==> src/rtl/acl_pkg.sv <==
package acl_pkg;
    localparam int WORD_W = 32;
    localparam int PERM_W = 16;
    localparam int ROLE_W = 4;
    localparam int BE_W   = WORD_W / 8;

    typedef enum logic [0:0] {
        ST_IDLE = 1'b0,
        ST_RESP = 1'b1
    } acl_state_e;
endpackage

==> src/rtl/acl_access_decode.sv <==
module acl_access_decode #(
    parameter int                          NUM_POL = 4,
    parameter int                          AW      = 8,
    parameter logic [acl_pkg::PERM_W-1:0]  ROOT_RD = 16'h0001,
    parameter logic [acl_pkg::PERM_W-1:0]  ROOT_WR = 16'h0001,
    localparam int                         IW      = (NUM_POL > 1) ? $clog2(NUM_POL) : 1
) (
    input  logic                        we,
    input  logic [AW-1:0]               addr,
    input  logic [acl_pkg::BE_W-1:0]    be,
    input  logic [acl_pkg::ROLE_W-1:0]  role,
    output logic [IW-1:0]               idx,
    output logic                        resv,
    output logic                        granted
);
    localparam int XW = AW - 3;

    logic [XW-1:0] word_idx;
    logic          aligned;
    logic          in_range;
    logic          perm;

    always_comb begin
        word_idx = addr[AW-1:3];
        idx      = word_idx[IW-1:0];
        resv     = addr[2];
        aligned  = (addr[1:0] == 2'b00) && (be == {acl_pkg::BE_W{1'b1}});
        in_range = (32'(word_idx) < 32'(NUM_POL));
        perm     = we ? ROOT_WR[role] : ROOT_RD[role];
        granted  = aligned && in_range && perm;
    end
endmodule

==> src/rtl/acl_policy_store.sv <==
module acl_policy_store #(
    parameter int                               NUM_POL      = 4,
    parameter logic [NUM_POL*acl_pkg::WORD_W-1:0] RST_POLICIES = {NUM_POL{32'h0001_0001}},
    localparam int                              IW           = (NUM_POL > 1) ? $clog2(NUM_POL) : 1,
    localparam int                              VW           = NUM_POL * acl_pkg::WORD_W
) (
    input  logic                        clk,
    input  logic                        rst_n,
    input  logic                        wr_en,
    input  logic [IW-1:0]               idx,
    input  logic [acl_pkg::WORD_W-1:0]  wdata,
    output logic [acl_pkg::WORD_W-1:0]  rd_word,
    output logic [VW-1:0]               pol_vec
);
    localparam int W = acl_pkg::WORD_W;

    logic [NUM_POL-1:0] pol_we;

    for (genvar k = 0; k < NUM_POL; k++) begin : g_pol
        logic [W-1:0] word_q;

        assign pol_we[k] = wr_en && (idx == IW'(k));

        always_ff @(posedge clk or negedge rst_n) begin
            if (!rst_n) begin
                word_q <= RST_POLICIES[k*W +: W];
            end else if (pol_we[k]) begin
                word_q <= wdata;
            end
        end

        assign pol_vec[k*W +: W] = word_q;
    end

    always_comb begin
        rd_word = '0;
        for (int k = 0; k < NUM_POL; k++) begin
            if (idx == IW'(k)) begin
                rd_word = pol_vec[k*W +: W];
            end
        end
    end

    // at most one policy register is written per cycle
    p_single_write_r10: assert property (@(posedge clk) disable iff (!rst_n)
        $onehot0(pol_we));
endmodule

==> src/rtl/acl_policy_regfile.sv <==
module acl_policy_regfile #(
    parameter int                                 NUM_POL      = 4,
    parameter int                                 AW           = 8,
    parameter logic [NUM_POL*acl_pkg::WORD_W-1:0] RST_POLICIES = {NUM_POL{32'h0001_0001}},
    parameter logic [acl_pkg::PERM_W-1:0]         ROOT_RD      = 16'h0001,
    parameter logic [acl_pkg::PERM_W-1:0]         ROOT_WR      = 16'h0001,
    parameter bit                                 ERR_RSP      = 1'b1
) (
    input  logic                                clk,
    input  logic                                rst_n,
    input  logic                                req_valid,
    output logic                                req_ready,
    input  logic                                req_we,
    input  logic [AW-1:0]                       req_addr,
    input  logic [acl_pkg::BE_W-1:0]            req_be,
    input  logic [acl_pkg::WORD_W-1:0]          req_wdata,
    input  logic [acl_pkg::ROLE_W-1:0]          req_role,
    output logic                                rsp_valid,
    output logic [acl_pkg::WORD_W-1:0]          rsp_rdata,
    output logic                                rsp_err,
    output logic [NUM_POL*acl_pkg::WORD_W-1:0]  pol_vec
);
    import acl_pkg::*;

    localparam int IW = (NUM_POL > 1) ? $clog2(NUM_POL) : 1;

    acl_state_e         state_q, state_d;
    logic               fire;
    logic [IW-1:0]      idx;
    logic               resv;
    logic               granted;
    logic               wr_en;
    logic [WORD_W-1:0]  rd_word;

    acl_access_decode #(
        .NUM_POL (NUM_POL),
        .AW      (AW),
        .ROOT_RD (ROOT_RD),
        .ROOT_WR (ROOT_WR)
    ) u_decode (
        .we      (req_we),
        .addr    (req_addr),
        .be      (req_be),
        .role    (req_role),
        .idx     (idx),
        .resv    (resv),
        .granted (granted)
    );

    assign fire  = req_valid && req_ready;
    assign wr_en = fire && req_we && granted && !resv;

    acl_policy_store #(
        .NUM_POL      (NUM_POL),
        .RST_POLICIES (RST_POLICIES)
    ) u_store (
        .clk     (clk),
        .rst_n   (rst_n),
        .wr_en   (wr_en),
        .idx     (idx),
        .wdata   (req_wdata),
        .rd_word (rd_word),
        .pol_vec (pol_vec)
    );

    // next-state logic: ACCEPT and COMPLETE transitions
    always_comb begin
        state_d = state_q;
        unique case (state_q)
            ST_IDLE: if (req_valid) state_d = ST_RESP;
            ST_RESP: state_d = ST_IDLE;
            default: state_d = ST_IDLE;
        endcase
    end

    always_ff @(posedge clk or negedge rst_n) begin
        if (!rst_n) state_q <= ST_IDLE;
        else        state_q <= state_d;
    end

    assign req_ready = (state_q == ST_IDLE);
    assign rsp_valid = (state_q == ST_RESP);

    // output register: response data and error captured on ACCEPT
    always_ff @(posedge clk or negedge rst_n) begin
        if (!rst_n) begin
            rsp_rdata <= '0;
            rsp_err   <= 1'b0;
        end else if (fire) begin
            rsp_rdata <= (granted && !req_we && !resv) ? rd_word : '0;
            rsp_err   <= ERR_RSP && !granted;
        end else begin
            rsp_rdata <= '0;
            rsp_err   <= 1'b0;
        end
    end

    // an accepted request is answered in the next cycle
    p_rsp_next_r9: assert property (@(posedge clk) disable iff (!rst_n)
        fire |=> (rsp_valid && !req_ready));

    // response lasts one cycle
    p_rsp_single_r9: assert property (@(posedge clk) disable iff (!rst_n)
        rsp_valid |=> !rsp_valid);

    // an error response never carries data
    p_zero_on_err_r4: assert property (@(posedge clk) disable iff (!rst_n)
        (rsp_valid && rsp_err) |-> (rsp_rdata == '0));

    // a write by a role outside the root write bitmap changes nothing
    p_denied_wr_stable_r5: assert property (@(posedge clk) disable iff (!rst_n)
        (fire && req_we && !ROOT_WR[req_role]) |=> $stable(pol_vec));

    // reserved word reads as zero
    p_resv_zero_r3: assert property (@(posedge clk) disable iff (!rst_n)
        (fire && !req_we && req_addr[2]) |=> (rsp_rdata == '0));

    // no error flag when error responses are disabled
    p_no_err_r8: assert property (@(posedge clk) disable iff (!rst_n)
        (rsp_valid && !ERR_RSP) |-> !rsp_err);

    // partial accesses never modify policies
    p_partial_stable_r6: assert property (@(posedge clk) disable iff (!rst_n)
        (fire && req_we && (req_be != 4'hF)) |=> $stable(pol_vec));
endmodule

==> config.mk <==
export PLATFORM = sky130hd
export DESIGN_NAME = acl_policy_regfile
export DESIGN_NICKNAME = d
export VERILOG_FILES = /design/src/rtl/acl_pkg.sv /design/src/rtl/acl_access_decode.sv /design/src/rtl/acl_policy_store.sv /design/src/rtl/acl_policy_regfile.sv
export SDC_FILE = /design/constraint.sdc
export NUM_CORES = 1
export LEC_CHECK = 0
export ABC_AREA = 1
export BUFFER_PORTS_ARGS = -buffer_cell sky130_fd_sc_hd__buf_4
export CAP_MARGIN = 20
export CORE_MARGIN = 2
export CORE_UTILIZATION = 45
export DETAILED_ROUTE_END_ITERATION = 16
export HOLD_SLACK_MARGIN = 0.03
export PLACE_DENSITY = 0.82
export SETUP_SLACK_MARGIN = 0.1
export SLEW_MARGIN = 20
export SYNTH_ARGS = -nofsm -noshare
export SYNTH_HDL_FRONTEND = slang
export SYNTH_SLANG_ARGS = --single-unit
==> constraint.sdc <==
create_clock -name clk -period 2.1 [get_ports clk]
set_input_delay 0.21 -clock clk [delete_from_list [all_inputs] [get_ports clk]]
set_output_delay 0.21 -clock clk [all_outputs]
set_load 0.005 [all_outputs]
==> results.toml <==
[critical_path]
critPathBufInv = 2
critPathArrivalTime_ps = 2000
cp_cell_sequence = "inv_2, nand2_2, nor2_4, buf_4, nand4_1, nand2_1"
r2r_cells = 6
slowest_stage = "buf_4"
path_class = "reg2reg"
crit_fanout = 52
required_ps = 2470
critical_path.max_stage_delay_ps = 510
endpoint_kind = "register"
r2r_end = "u_store.g_pol[3].word_q[4]"
crit_family = "simple AND/OR/NAND/NOR gates"
ff2ff_setup_slack_ps = 470
startpoint_type = "register"
reg2reg_from = "rsp_valid"

[routing]
drt-total-wl_um = 24800
viasPerCell = 5.65
vias = 7530
drt_iter0_markers = 717
ant_nets = 0
drt-wirelength-per-cell_um = 18.7
drt-pass1-iter-count = 5
drc = 0

[yosys]
synth_most_common_cell = "nand2_1"
synthDistinctLibCells = 21
synthArstFlopShare = 1.00
ys_top_cells_by_area = "dfrtp_1, nand2_1, nand4_1, nor2_1, buf_2"
syn_inst = 911
netlist.area_leader.share = 0.510
synth-seq-area-share = 0.537
yosysWarnings = 0
synth-edff-count = 0
synth_top_area_cell = "dfrtp_1"
avgSynthCellArea_um2 = 8.30
ys.flop_type = "dfrtp_1"
ys_ff_latch = 162
yosys-top-cells-count = "nand2_1, dfrtp_1, nand4_1"
mappedNetlistArea_mm2 = 0.00756
mappedNetlistNets = 963

[clock_tree]
htreeDepth = 4
path_clk_slew_ps = 70
cts_tree = "yes"
worstSkewPairLatency_ps = 430
cts_setup_buffers = 0
cts.hold.buffers_added = 2
clock-root-buffer = "clkbuf_16"
cts_buffer_depth = 2
cts_buffers = 17
clkSinkCount = 162
ctsResizeCount = 0

[global_routing]
grt_max_degree = 77
grt-ovfl-total = 0
grt_pass1_vias = 7196
met3_usage = 0.0578
grt_antenna_before_repair = 0
grt_usage = 0.280
busiest_layer = "met2"
met1_usage = 0.385
grt_pass1_wl_um = 39000
gr-usage-met2 = 0.431

[power]
p_leak_nw = 5.36
p_per_area_mw_per_mm2 = 657
power_mw = 6.51
ir_drop_v = 0.000601

[floorplanning]
die_height_um = 134
num_rows = 47
die_width_um = 134
die_area_mm2 = 0.0179
initial_core_util = 0.458
io_pins = 215
core_area_mm2 = 0.0165

[timing]
finalHoldViolCount = 0
worst_clock_skew_ps = 9.76
clock.fmax_ghz = 0.615
slew_headroom = 0.647
final_max_slew_viol_count = 0
fin_hold_ws_ps = 45.1
timing.final.crit_share = 0.775
max_slew.worst_pin.slew_ps = 529
setup_tns_ps = 0
final-setup-viol-count = 0
rsz0062_at_grt = "false"
timing.final.crit_period_ps = 1630

[cells_and_area]
n_antenna_cell = 0
drive_gt1_frac = 0.271
utilization = 0.599
nets = 1152
final_cell_area_mm2 = 0.00990
area_delta_synth_final_pct = 30.9

[worst_hold_path]
hold_end = "u_store.g_pol[0].word_q[15]"
min_path_cells = 3
hp-class = "in2reg"
min_from = "req_wdata[15]"

[placement]
hpwl_um = 15800
postPlaceCellArea_mm2 = 0.00933
portBuffers = 214
place_congestion = 0.820

[outcome]
outcome = "finished, final reports clean"

[flow_run]
cap_violations = 0
[kinds of logic (layout without fill, tap and decap cells)]
| logic type | count (synthesis) | after routing | share of synthesized area |
|---|---|---|---|
| AND/OR/NAND/NOR | 569 | 569 | 0.339 |
| flip-flops | 162 | 162 | 0.537 |
| buffers and inverters | 116 | 317 | 0.0758 |
| AO/OA/AOI/OAI | 64 | 64 | 0.0480 |
[per-stage QoR]
step                std cells  setup WS (ps)
finish                   1332            473
global route             1332            346
CTS                      1332            486
detailed placement       1299            472
global placement         1299            511
floorplan                 911            785
[final cells by class]
cell class	instances	area, µm²
multi-input cells	633	2940
repair buffers	246	1920
fillers	1437	6630
clock inverters	11	81.3
flip-flops and latches	162	4060
clock buffers	20	467
well taps	220	275
inverters	40	150
[how the worst max path moves through the flow]
| stage | end | startpoint | depth (start not counted) | slack [ps] |
|---|---|---|---|---|
| after floorplan | u_store.g_pol[2].word_q[15] | rsp_valid | 7 | 780 |
| after global placement | rsp_rdata[2] | req_addr[3] | 8 | 510 |
| after detailed placement | rsp_rdata[4] | req_addr[3] | 8 | 470 |
| after CTS | u_store.g_pol[3].word_q[4] | rsp_valid | 6 | 490 |
| after global routing | u_store.g_pol[3].word_q[4] | rsp_valid | 6 | 350 |
| final | u_store.g_pol[3].word_q[4] | rsp_valid | 6 | 470 |
[power by group]
group	switching [mW]	internal, mW	total, mW
clock network	1.29	1.60	2.89
logic	0.342	0.153	0.495
registers	0.00175	3.12	3.13
total	1.63	4.88	6.51
[cell usage in the layout (no fill, tap or decap), types with 2 or more instances in the layout]
cell / netlist / layout
clkinv_4: 0 / 4
buf_4: 5 / 238
nand2_2: 2 / 3
o211ai_1: 17 / 17
nor2_2: 2 / 2
dfrtp_1: 154 / 154
clkinv_2: 0 / 3
dfstp_2: 8 / 8
clkinvlp_4: 0 / 3
buf_12: 0 / 5
nand2_1: 313 / 312
clkbuf_16: 0 / 17
nor3_1: 15 / 15
nand3_1: 32 / 32
clkbuf_8: 0 / 3
nor2_1: 70 / 68
o21ai_1: 2 / 2
nor2_4: 3 / 5
inv_2: 7 / 7
o21ai_0: 45 / 45
inv_1: 32 / 32
nand4_1: 131 / 131
dlygate4sd3_1: 0 / 2
[sequential cells by signal (all words and copies together) (netlist names)]
signal and count:
rsp_err 1, rsp_rdata 32, rsp_valid 1, u_store.g_pol.word_q 128
[per-layer routing]
metal,routed length (µm),up-vias,share of wire
li1,-,3427,-
met1,10200,3595,0.41
met2,11700,443,0.47
met3,2200,65,0.089
met4,795,0,0.032
met5,0,-,0
[tightest hold or removal path, stage by stage]
cell and delay (ps):
buf_4 100, nand4_1 80, nand2_1 60
Power figures use the tool's default switching activity.
